--- src/rtl/sarx_pkg.sv ---
package sarx_pkg;

    localparam int SAMPLE_W = 20;
    localparam int SLOT_W   = 6;

    typedef enum logic [2:0] {
        FMT_I2S   = 3'd0,
        FMT_LSB16 = 3'd1,
        FMT_LSB18 = 3'd2,
        FMT_LSB20 = 3'd3,
        FMT_MSBJ  = 3'd4,
        FMT_NONE  = 3'd7
    } fmt_e;

    typedef struct packed {
        logic ws;
        logic sd;
    } slot_t;

    typedef struct packed {
        logic              stb;
        logic              chg;
        logic              closes;
        logic              side;
        logic [SLOT_W-1:0] idx;
        logic [SLOT_W-1:0] run;
    } pos_t;

    function automatic fmt_e pick_fmt(input logic use_pins, input logic [1:0] pins,
                                      input logic [2:0] code);
        fmt_e f;
        if (use_pins) begin
            case (pins)
                2'b00:   f = FMT_I2S;
                2'b01:   f = FMT_LSB16;
                2'b10:   f = FMT_LSB18;
                default: f = FMT_LSB20;
            endcase
        end else begin
            case (code)
                3'b000:  f = FMT_I2S;
                3'b001:  f = FMT_LSB16;
                3'b010:  f = FMT_LSB18;
                3'b011:  f = FMT_LSB20;
                3'b100:  f = FMT_MSBJ;
                default: f = FMT_NONE;
            endcase
        end
        return f;
    endfunction

    function automatic logic [SLOT_W-1:0] tail_len(input fmt_e f);
        case (f)
            FMT_LSB16: return SLOT_W'(16);
            FMT_LSB18: return SLOT_W'(18);
            FMT_LSB20: return SLOT_W'(20);
            default:   return '0;
        endcase
    endfunction

    function automatic logic [SAMPLE_W-1:0] widen(input logic [SAMPLE_W-1:0] raw,
                                                  input logic [SLOT_W-1:0] n);
        logic [SAMPLE_W-1:0] r;
        logic                s;
        s = (n == '0) ? 1'b0 : raw[n - SLOT_W'(1)];
        for (int i = 0; i < SAMPLE_W; i++) begin
            r[i] = (SLOT_W'(i) < n) ? raw[i] : s;
        end
        return r;
    endfunction

endpackage

--- src/rtl/sarx_sync.sv ---
module sarx_sync
    import sarx_pkg::*;
#(
    parameter int STAGES = 2
) (
    input  logic  clk,
    input  logic  rst,
    input  logic  bclk,
    input  logic  ws,
    input  logic  sd,
    output logic  slot_stb,
    output slot_t slot
);
    logic [2:0] chain [STAGES];
    logic       bclk_last;

    always_ff @(posedge clk) begin
        if (rst) chain[0] <= '0;
        else     chain[0] <= {bclk, ws, sd};
    end

    for (genvar g = 1; g < STAGES; g++) begin : g_stage
        always_ff @(posedge clk) begin
            if (rst) chain[g] <= '0;
            else     chain[g] <= chain[g-1];
        end
    end

    always_ff @(posedge clk) begin
        if (rst) begin
            bclk_last <= 1'b0;
            slot_stb  <= 1'b0;
            slot      <= '0;
        end else begin
            bclk_last <= chain[STAGES-1][2];
            slot_stb  <= chain[STAGES-1][2] & ~bclk_last;
            slot      <= '{ws: chain[STAGES-1][1], sd: chain[STAGES-1][0]};
        end
    end

    // one strobe per rising bit-clock edge, never back to back
    a_r3_single_strobe: assert property (@(posedge clk) disable iff (rst)
        slot_stb |=> !slot_stb);
endmodule

--- src/rtl/sarx_tracker.sv ---
module sarx_tracker
    import sarx_pkg::*;
(
    input  logic  clk,
    input  logic  rst,
    input  logic  slot_stb,
    input  slot_t slot,
    output pos_t  pos
);
    localparam logic [SLOT_W-1:0] CNT_MAX = '1;

    logic              started;
    logic              seen;
    logic              ws_q;
    logic [SLOT_W-1:0] cnt;
    logic              chg;

    assign chg = slot_stb & started & (slot.ws != ws_q);

    always_comb begin
        pos.stb    = slot_stb;
        pos.chg    = chg;
        pos.closes = chg & seen;
        pos.side   = ws_q;
        pos.idx    = chg ? '0 : cnt;
        pos.run    = cnt;
    end

    always_ff @(posedge clk) begin
        if (rst) begin
            started <= 1'b0;
            seen    <= 1'b0;
            ws_q    <= 1'b0;
            cnt     <= '0;
        end else if (slot_stb) begin
            started <= 1'b1;
            ws_q    <= slot.ws;
            if (chg) seen <= 1'b1;
            if (chg || !started)    cnt <= SLOT_W'(1);
            else if (cnt != CNT_MAX) cnt <= cnt + SLOT_W'(1);
        end
    end
endmodule

--- src/rtl/sarx_capture.sv ---
module sarx_capture
    import sarx_pkg::*;
(
    input  logic                clk,
    input  logic                rst,
    input  fmt_e                fmt,
    input  pos_t                pos,
    input  logic                sd,
    output logic                half_done,
    output logic                half_side,
    output logic                half_err,
    output logic [SAMPLE_W-1:0] half_word
);
    logic [SAMPLE_W-1:0] word_q;
    logic [SAMPLE_W-1:0] hist_q;
    logic [SAMPLE_W-1:0] word_next;
    logic [SLOT_W-1:0]   off;
    logic [SLOT_W-1:0]   bitpos;
    logic                lead_fmt;
    logic                tail_fmt;
    logic                hit;
    logic [SLOT_W-1:0]   need;

    assign lead_fmt = (fmt == FMT_I2S) || (fmt == FMT_MSBJ);
    assign need     = tail_len(fmt);
    assign tail_fmt = (need != '0);
    assign off      = (fmt == FMT_I2S) ? SLOT_W'(1) : SLOT_W'(0);
    assign bitpos   = pos.idx - off;
    assign hit      = lead_fmt && (pos.idx >= off) && (bitpos < SLOT_W'(SAMPLE_W));

    always_comb begin
        word_next = pos.chg ? '0 : word_q;
        if (hit) begin
            word_next = word_next |
                ({{(SAMPLE_W-1){1'b0}}, sd} << (SLOT_W'(SAMPLE_W - 1) - bitpos));
        end
    end

    always_ff @(posedge clk) begin
        if (rst) begin
            word_q    <= '0;
            hist_q    <= '0;
            half_done <= 1'b0;
            half_side <= 1'b0;
            half_err  <= 1'b0;
            half_word <= '0;
        end else begin
            half_done <= 1'b0;
            half_err  <= 1'b0;
            if (pos.stb) begin
                word_q <= word_next;
                hist_q <= {hist_q[SAMPLE_W-2:0], sd};
            end
            if (pos.closes && fmt != FMT_NONE) begin
                half_done <= 1'b1;
                half_side <= pos.side;
                half_err  <= tail_fmt && (pos.run < need);
                half_word <= tail_fmt ? widen(hist_q, need) : word_q;
            end
        end
    end

    // a short-half error is always tied to a closed half
    a_r7_err_with_done: assert property (@(posedge clk) disable iff (rst)
        half_err |-> half_done);
endmodule

--- src/rtl/serial_audio_rx.sv ---
module serial_audio_rx
    import sarx_pkg::*;
#(
    parameter int SYNC_STAGES = 2
) (
    input  logic                clk,
    input  logic                rst,
    input  logic                bclk_in,
    input  logic                ws_in,
    input  logic                sd_in,
    input  logic                pin_mode,
    input  logic [1:0]          pin_fmt,
    input  logic [2:0]          fmt_sel,
    output logic [SAMPLE_W-1:0] left_out,
    output logic [SAMPLE_W-1:0] right_out,
    output logic                valid_out,
    output logic                err_out
);
    fmt_e                fmt;
    fmt_e                out_tag;
    logic                slot_stb;
    slot_t               slot;
    pos_t                pos;
    logic                half_done;
    logic                half_side;
    logic                half_err;
    logic [SAMPLE_W-1:0] half_word;
    logic [SAMPLE_W-1:0] left_hold;
    logic                left_ok;

    assign fmt = pick_fmt(pin_mode, pin_fmt, fmt_sel);

    sarx_sync #(.STAGES(SYNC_STAGES)) u_sync (
        .clk(clk), .rst(rst), .bclk(bclk_in), .ws(ws_in), .sd(sd_in),
        .slot_stb(slot_stb), .slot(slot)
    );

    sarx_tracker u_track (
        .clk(clk), .rst(rst), .slot_stb(slot_stb), .slot(slot), .pos(pos)
    );

    sarx_capture u_cap (
        .clk(clk), .rst(rst), .fmt(fmt), .pos(pos), .sd(slot.sd),
        .half_done(half_done), .half_side(half_side), .half_err(half_err),
        .half_word(half_word)
    );

    always_ff @(posedge clk) begin
        if (rst) begin
            left_hold <= '0;
            left_ok   <= 1'b0;
            left_out  <= '0;
            right_out <= '0;
            valid_out <= 1'b0;
            err_out   <= 1'b0;
            out_tag   <= FMT_NONE;
        end else begin
            valid_out <= 1'b0;
            err_out   <= half_done & half_err;
            if (half_done) begin
                if (!half_side) begin
                    left_hold <= half_word;
                    left_ok   <= !half_err;
                end else begin
                    left_ok <= 1'b0;
                    if (left_ok && !half_err) begin
                        left_out  <= left_hold;
                        right_out <= half_word;
                        valid_out <= 1'b1;
                        out_tag   <= fmt;
                    end
                end
            end
        end
    end

    // valid is a single-cycle pulse
    a_r6_valid_pulse: assert property (@(posedge clk) disable iff (rst)
        valid_out |=> !valid_out);
    // outputs only move together with valid
    a_r6_hold_quiet: assert property (@(posedge clk) disable iff (rst)
        !valid_out |-> ($stable(left_out) && $stable(right_out)));
    // a rejected frame never reports valid in the same cycle
    a_r7_err_excl: assert property (@(posedge clk) disable iff (rst)
        err_out |-> !valid_out);
    // 16-bit LSB-justified samples carry sign copies above bit 15
    a_r5_sext16: assert property (@(posedge clk) disable iff (rst)
        (valid_out && out_tag == FMT_LSB16) |->
        ((left_out[19:15] == 5'h00 || left_out[19:15] == 5'h1F) &&
         (right_out[19:15] == 5'h00 || right_out[19:15] == 5'h1F)));
endmodule

--- config.mk ---
export PLATFORM = sky130hd
export DESIGN_NAME = serial_audio_rx
export DESIGN_NICKNAME = d
export VERILOG_FILES = /design/src/rtl/sarx_pkg.sv /design/src/rtl/sarx_sync.sv /design/src/rtl/sarx_tracker.sv /design/src/rtl/sarx_capture.sv /design/src/rtl/serial_audio_rx.sv
export SDC_FILE = /design/constraint.sdc
export NUM_CORES = 1
export LEC_CHECK = 0
export CORE_MARGIN = 5
export CORE_UTILIZATION = 40
export DETAILED_ROUTE_END_ITERATION = 8
export DONT_BUFFER_PORTS = 1
export GPL_TIMING_DRIVEN = 0
export PLACE_DENSITY_LB_ADDON = 0.05
export SLEW_MARGIN = 20
export SYNTH_ARGS = -nofsm -noshare
export SYNTH_HDL_FRONTEND = slang
export SYNTH_SLANG_ARGS = --single-unit
--- constraint.sdc ---
create_clock -name clk -period 4.9 [get_ports clk]
set_input_delay 0 -clock clk [delete_from_list [all_inputs] [get_ports clk]]
set_output_delay 0 -clock clk [all_outputs]
set_load 0.005 [all_outputs]
==> flow_summary.yaml, run 1 <==
worst_setup_path:
  worst_r2r_endpoint: "u_cap.word_q[9]"
  critical_path.startpoint_type: "register"
  r2r_start: "u_sync.slot_stb"
  critical_path.most_common_cell: "ha_1"
  timing.critical_path.slowest_stage_cell: "a311oi_4"
  timing.critical_path.max_delay_family: "adder cells"
  r2r_setup_slack_ps: 830
  worst_path_largest_cell_delay_ps: 560
  cp_data_arrival_time_ps: 4370
  cp-startpoint: "u_sync.slot_stb"
  worst_case_reg_to_reg_path_depth: 13
  crit_chain: "clkbuf_1 -> nand3_2 -> nand2_1 -> ha_1 -> ha_1 -> buf_2 -> xor2_1 -> ha_1 -> xor2_1 -> o21ai_0 -> a311oi_4 -> nor4_4 -> a22o_1"
  crit_path_end: "u_cap.word_q[9]"
  worstSetupPathDepth: 13
  setup.worst_path.class: "register to register"
  worst_ep_required_time_ps: 5200
  critPathBufInv: 2
  critPathMaxFanout: 10
  setup.worst_path.end_class: "register"
logic_synthesis:
  synth_area_leaders: "dfxtp_1, nand2_1, a21oi_1"
  synth.net_count: 689
  synthDominantAreaCellType: "dfxtp_1"
  async_flop_share_pct: 0
  netlist_area_sq_um: 5890
  synth_cells: 670
  synthFlopType: "dfxtp_1"
  synth.avg_cell_area_sq_um: 8.80
  synth_most_common_cell: "nand2_1"
  synth-edff-count: 0
  ys_types: 57
  synthDominantCellAreaShare_pct: 49.2
  yosys-top-cells-count: "nand2_1, dfxtp_1, a21oi_1"
  ys_seq_area_share_pct: 49.2
  synth_warnings: 0
  postSynthRegisterBits: 145
sta:
  finalHoldWorstSlack_ps: 40.1
  timing.fmax_ghz: 0.246
  final_period_minus_worst_setup_slack_ps: 4070
  fin_ws_ps: 835
  drv_slew: 0
  timing.clock.skew_ps: 10.6
  hold_viol_final: 0
  setup-violations-final: 0
  max_slew.worst_pin.slew_ps: 732
  rsz0062_at_grt: "no"
  finalSetupTns_ps: 0
  max_slew_margin_pct: 51.2
  fin_crit_sh_pct: 83.0
drt:
  wl_mm: 14.3
  firstDrtPassIters: 4
  post-route-drc-count: 0
  initialDrtViolationCount: 199
  final_antenna_net_count: 0
  vias: 4539
  via_per_inst: 5.11
  wire_per_inst_um: 16.0
floorplan:
  die_y_um: 131
  die_x_um: 131
  floorplan.die_area_sq_um: 17300
  initial_utilization_pct: 40.7
  floorplan.core_area_sq_um: 14500
  floorplan.rows: 44
  io_pins: 53
clocking:
  clock_insertion_delay_worst_skew_ps: 420
  clk_path_buf_depth: 2
  clk_transition_reported_paths_ps: 50
  cts_num_sinks: 145
  cts_buffers: 17
  clock_root_buffer: "clkbuf_16"
  cts_resized: 0
  cts_tree: "built"
  cts-htree-levels: 4
run_status:
  status: "completed"
final_layout:
  share_of_final_layout_standard_cells_stronger_than_drive_strength_1_pct: 8.94
  syn_to_final_growth_pct: 14.9
  antenna_cells: 0
  layout.core_utilization_pct: 46.8
  n_fill_cell: 1450
  finalNetCount: 712
placement:
  dpl.hpwl_mm: 10.8
  dpl_worst_slack_ps: 846
  place.gp.congestion: 0.787
  port-buffer-count: 0
global_route:
  vias_in_the_first_global_route: 4490
  globalRouteTotalUtil_pct: 17.2
  grt_first_pass_wirelength_mm: 24.2
  grt-ovfl-total: 0
  grt_antenna_before_repair: 0
  grt_start_max_net_pins: 17
power_and_ir_drop:
  power.ir.vdd_worst_mv: 0.218
  power.density_nw_per_um2: 385
  p_leak_nw: 2.21
job:
  max-cap-violations: 0
worst_hold_path:
  hp-class: "input pin to register"
## sequential cells by signal, summed over array words and instances (netlist names), 2 cells and up
signal and cells:
left_hold 20, left_out 20, right_out 20, u_cap.half_word 20
u_cap.hist_q 20, u_cap.word_q 20, u_sync.chain 6, u_track.cnt 6
u_sync.slot 2
## worst register-to-register path, stage by stage (launching register included)
cell and delay, ps:
dfxtp_1 370, clkbuf_1 430, nand3_2 300, nand2_1 150, ha_1 400, ha_1 220, buf_2 180, xor2_1 300
ha_1 370, xor2_1 160, o21ai_0 130, a311oi_4 560, nor4_4 130, a22o_1 260
## worst min-delay path by stage
stage,from,endpoint,depth (start not counted)
final,rst,u_cap.word_q[19],3
after global routing,rst,u_cap.word_q[10],3
after CTS,rst,u_cap.word_q[19],3
after detailed placement,rst,u_sync.bclk_last,1
after global placement,rst,u_sync.bclk_last,1
after floorplan,rst,u_sync.bclk_last,1
## layout by cell type, fill, tap and decap left out, types with 2 or more instances in the layout
master / Yosys / layout
dlygate4sd3_1: 0 / 4
mux2_2: 2 / 2
clkbuf_1: 32 / 34
a22o_1: 20 / 20
nand2_1: 152 / 152
buf_1: 4 / 4
ha_1: 8 / 8
buf_2: 11 / 11
or3_1: 2 / 2
clkbuf_16: 0 / 17
nand2b_1: 10 / 10
inv_1: 8 / 8
o21a_1: 3 / 3
o31ai_1: 2 / 2
xnor2_1: 4 / 4
and2b_1: 2 / 2
clkinv_2: 0 / 2
clkinvlp_4: 0 / 3
nor4_1: 3 / 3
a311oi_1: 21 / 21
nand3_1: 22 / 22
clkbuf_8: 0 / 3
nor2b_1: 13 / 13
a22oi_1: 2 / 2
a21oi_1: 66 / 66
a2111oi_2: 2 / 2
dfxtp_1: 145 / 145
bufinv_16: 0 / 3
xor2_1: 2 / 2
a31oi_1: 4 / 4
nor4b_1: 2 / 2
mux2i_1: 24 / 24
nor3_1: 6 / 6
nor4_4: 3 / 3
inv_2: 2 / 2
nor2_1: 62 / 62
o21ai_0: 5 / 5
## per-stage QoR
stage / area, sq um / std cells / power (W)
after floorplan: 5890 / 670 / 0.00129
after global placement: 6120 / 854 / 0.00132
after detailed placement: 6120 / 854 / 0.00132
after CTS: 6770 / 889 / 0.00264
after global routing: 6770 / 889 / 0.00271
final: 6770 / 889 / 0.00261
## metal layers
metal  track usage [%]  wire [um]  up-vias
met5                 0          0        -
met4              4.86        187        0
met3              6.15        787       15
met2              28.0       6730       81
met1              21.7       6550     2072
li1                  -          -     2371
## power breakdown
part	leakage, nW	switching (W)	internal, W	total, W
clock	0.288	0.000472	0.000837	0.00131
sequential	1.17	0.00000212	0.00118	0.00119
combinational	0.757	0.0000773	0.0000335	0.000111
## repair_timing
action | in CTS | in global routing
setup buffers | 0 | 0
endpoints found under the hold margin | 5 | 0
setup endpoints to repair | 0 | 0
hold buffers | 4 | 0
## cell families (layout without fill, tap and decap cells)
family	after synthesis	in the layout	share of synthesized area, %
flops	145	145	49.2
mux	26	26	4.46
compound gates	139	139	17.0
simple gates	287	287	22.4
buf+inv	58	93	4.05
fa+ha+maj	8	8	1.70
xor+xnor	7	7	1.17
## layout make-up
class	instances	area, sq um	share of cell area, %
Timing Repair Buffer	4	40.0	0.591
Tap cell	184	230	3.40
Multi-Input combinational cell	467	2750	40.7
Clock buffer	22	474	7.00
Sequential cell	145	2900	42.9
Buffer	48	201	2.98
Inverter	10	37.5	0.554
Clock inverter	9	131	1.94
Note: power is estimated with default switching activity, not from simulation.
==> run 2, diff against run 1 <==
- clock period: 4.9 -> 4 ns (I/O delays scaled with it)
==> flow_summary.yaml, run 2 (synthesized netlist as in run 1, its figures left out) <==
drt:
  wl_mm: 14.3
  firstDrtPassIters: 4
  wire_per_inst_um: 16.1
  vias: 4559
  via_per_inst: 5.12
  post-route-drc-count: 0
  initialDrtViolationCount: 209
  final_antenna_net_count: 0
floorplan:
  die_x_um: 131
  io_pins: 53
  die_y_um: 131
  floorplan.core_area_sq_um: 14500
  floorplan.rows: 44
  floorplan.die_area_sq_um: 17300
  initial_utilization_pct: 40.7
sta:
  rsz0062_at_grt: "no"
  final_period_minus_worst_setup_slack_ps: 3600
  drv_slew: 0
  timing.fmax_ghz: 0.278
  finalSetupTns_ps: 0
  hold_viol_final: 0
  max_slew.worst_pin.slew_ps: 709
  setup-violations-final: 0
  finalHoldWorstSlack_ps: 40.0
  timing.clock.skew_ps: 10.4
  max_slew_margin_pct: 52.7
  fin_crit_sh_pct: 90.1
global_route:
  vias_in_the_first_global_route: 4490
  grt_first_pass_wirelength_mm: 24.2
  grt_antenna_before_repair: 0
  globalRouteTotalUtil_pct: 17.2
  grt_start_max_net_pins: 17
  grt-ovfl-total: 0
clocking:
  clk_path_buf_depth: 2
  cts_tree: "built"
  clock_root_buffer: "clkbuf_16"
  cts-htree-levels: 4
  cts_num_sinks: 145
  clock_insertion_delay_worst_skew_ps: 420
  clk_transition_reported_paths_ps: 60
  cts_buffers: 17
job:
  max-cap-violations: 0
placement:
  postPlaceCellArea_sq_um: 6120
  dpl.hpwl_mm: 10.8
  place.gp.congestion: 0.787
  dpl.cell_count: 854
  port-buffer-count: 0
power_and_ir_drop:
  power.density_nw_per_um2: 469
  power_w: 0.00319
  power.ir.vdd_worst_mv: 0.267
  p_leak_nw: 2.23
final_layout:
  instances_no_fill: 890
  syn_to_final_growth_pct: 15.4
  layout.cells.most_common: "nand2_1"
  most_used_cells_in_the_layout_excluding_fill_and_tap_cells: "nand2_1, dfxtp_1, a21oi_1"
  antenna_cells: 0
  finalInstanceArea_sq_um: 6800
  share_of_final_layout_standard_cells_stronger_than_drive_strength_1_pct: 9.63
  finalNetCount: 713
worst_setup_path:
  critPathBufInv: 2
  critical_path.startpoint_type: "register"
  crit_chain: "xor2_2 -> nand3_2 -> nand2_1 -> ha_2 -> ha_1 -> buf_2 -> xor2_2 -> ha_2 -> xor2_1 -> o21ai_0 -> a311oi_4 -> buf_12 -> nor4_4 -> a22o_1"
  worst_ep_required_time_ps: 4360
  setup.worst_path.class: "register to register"
  cp_data_arrival_time_ps: 3960
  critPathMaxFanout: 9
  setup.worst_path.end_class: "register"
  timing.critical_path.max_delay_family: "adder cells"
  timing.critical_path.slowest_stage_cell: "dfxtp_1"
  worst_path_largest_cell_delay_ps: 470
worst_hold_path:
  hp-class: "input pin to register"
run_status:
  status: "completed"
## run 2: tightest hold or removal path, stage by stage
cell      delay (ps)
a211o_4          160
a311oi_1          60
a22o_1           170
## run 2: report_power, final
group          switching (W)  total (W)  internal [W]
clock               0.000579    0.00160       0.00103
sequential        0.00000257    0.00145       0.00145
combinational      0.0000951   0.000138     0.0000424
total               0.000676    0.00319       0.00252
## run 2: what timing repair did
action,in CTS,in global routing
pin swaps,0,1
hold endpoints to repair,5,0
hold buffers,4,0
buffers inserted,0,1
gates resized for setup,1,3
setup endpoints to repair,16,16
## run 2: cell type report
| type | instances | area, sq um |
|---|---|---|
| clock inverters | 9 | 131 |
| fillers | 1446 | 7670 |
| multi-input cells | 467 | 2770 |
| well taps | 184 | 230 |
| plain buffers | 48 | 203 |
| flip-flops and latches | 145 | 2900 |
| clock buffers | 22 | 474 |
| inverters | 10 | 37.5 |
| repair buffers | 5 | 60.1 |
## run 2: through the flow
| stage | setup slack (ps) | util (%) |
|---|---|---|
| after floorplan | 622 | - |
| after global placement | -39.2 | 42.3 |
| after detailed placement | -54.1 | 42.3 |
| after CTS | 56.8 | 46.8 |
| after global routing | 122 | 47.0 |
| final | 397 | 47.0 |
## run 2: layer usage
| metal | routed length (um) | GRT usage, % | share of wire (%) |
|---|---|---|---|
| met5 | 0 | 0 | 0 |
| met4 | 186 | 4.86 | 1.3 |
| met1 | 6630 | 21.7 | 46 |
| met3 | 736 | 6.15 | 5.1 |
| met2 | 6760 | 28.0 | 47 |
## run 2: final timing paths
check | startpoint | to | slack (ps) | cells past startpoint
worst max register to register | u_track.ws_q | u_cap.word_q[3] | 400 | 14
worst min register to register | u_sync.bclk_last | u_sync.slot_stb | 380 | 1
worst min-delay path | rst | u_cap.word_q[19] | 40 | 3
worst max-delay path | u_track.ws_q | u_cap.word_q[3] | 400 | 14
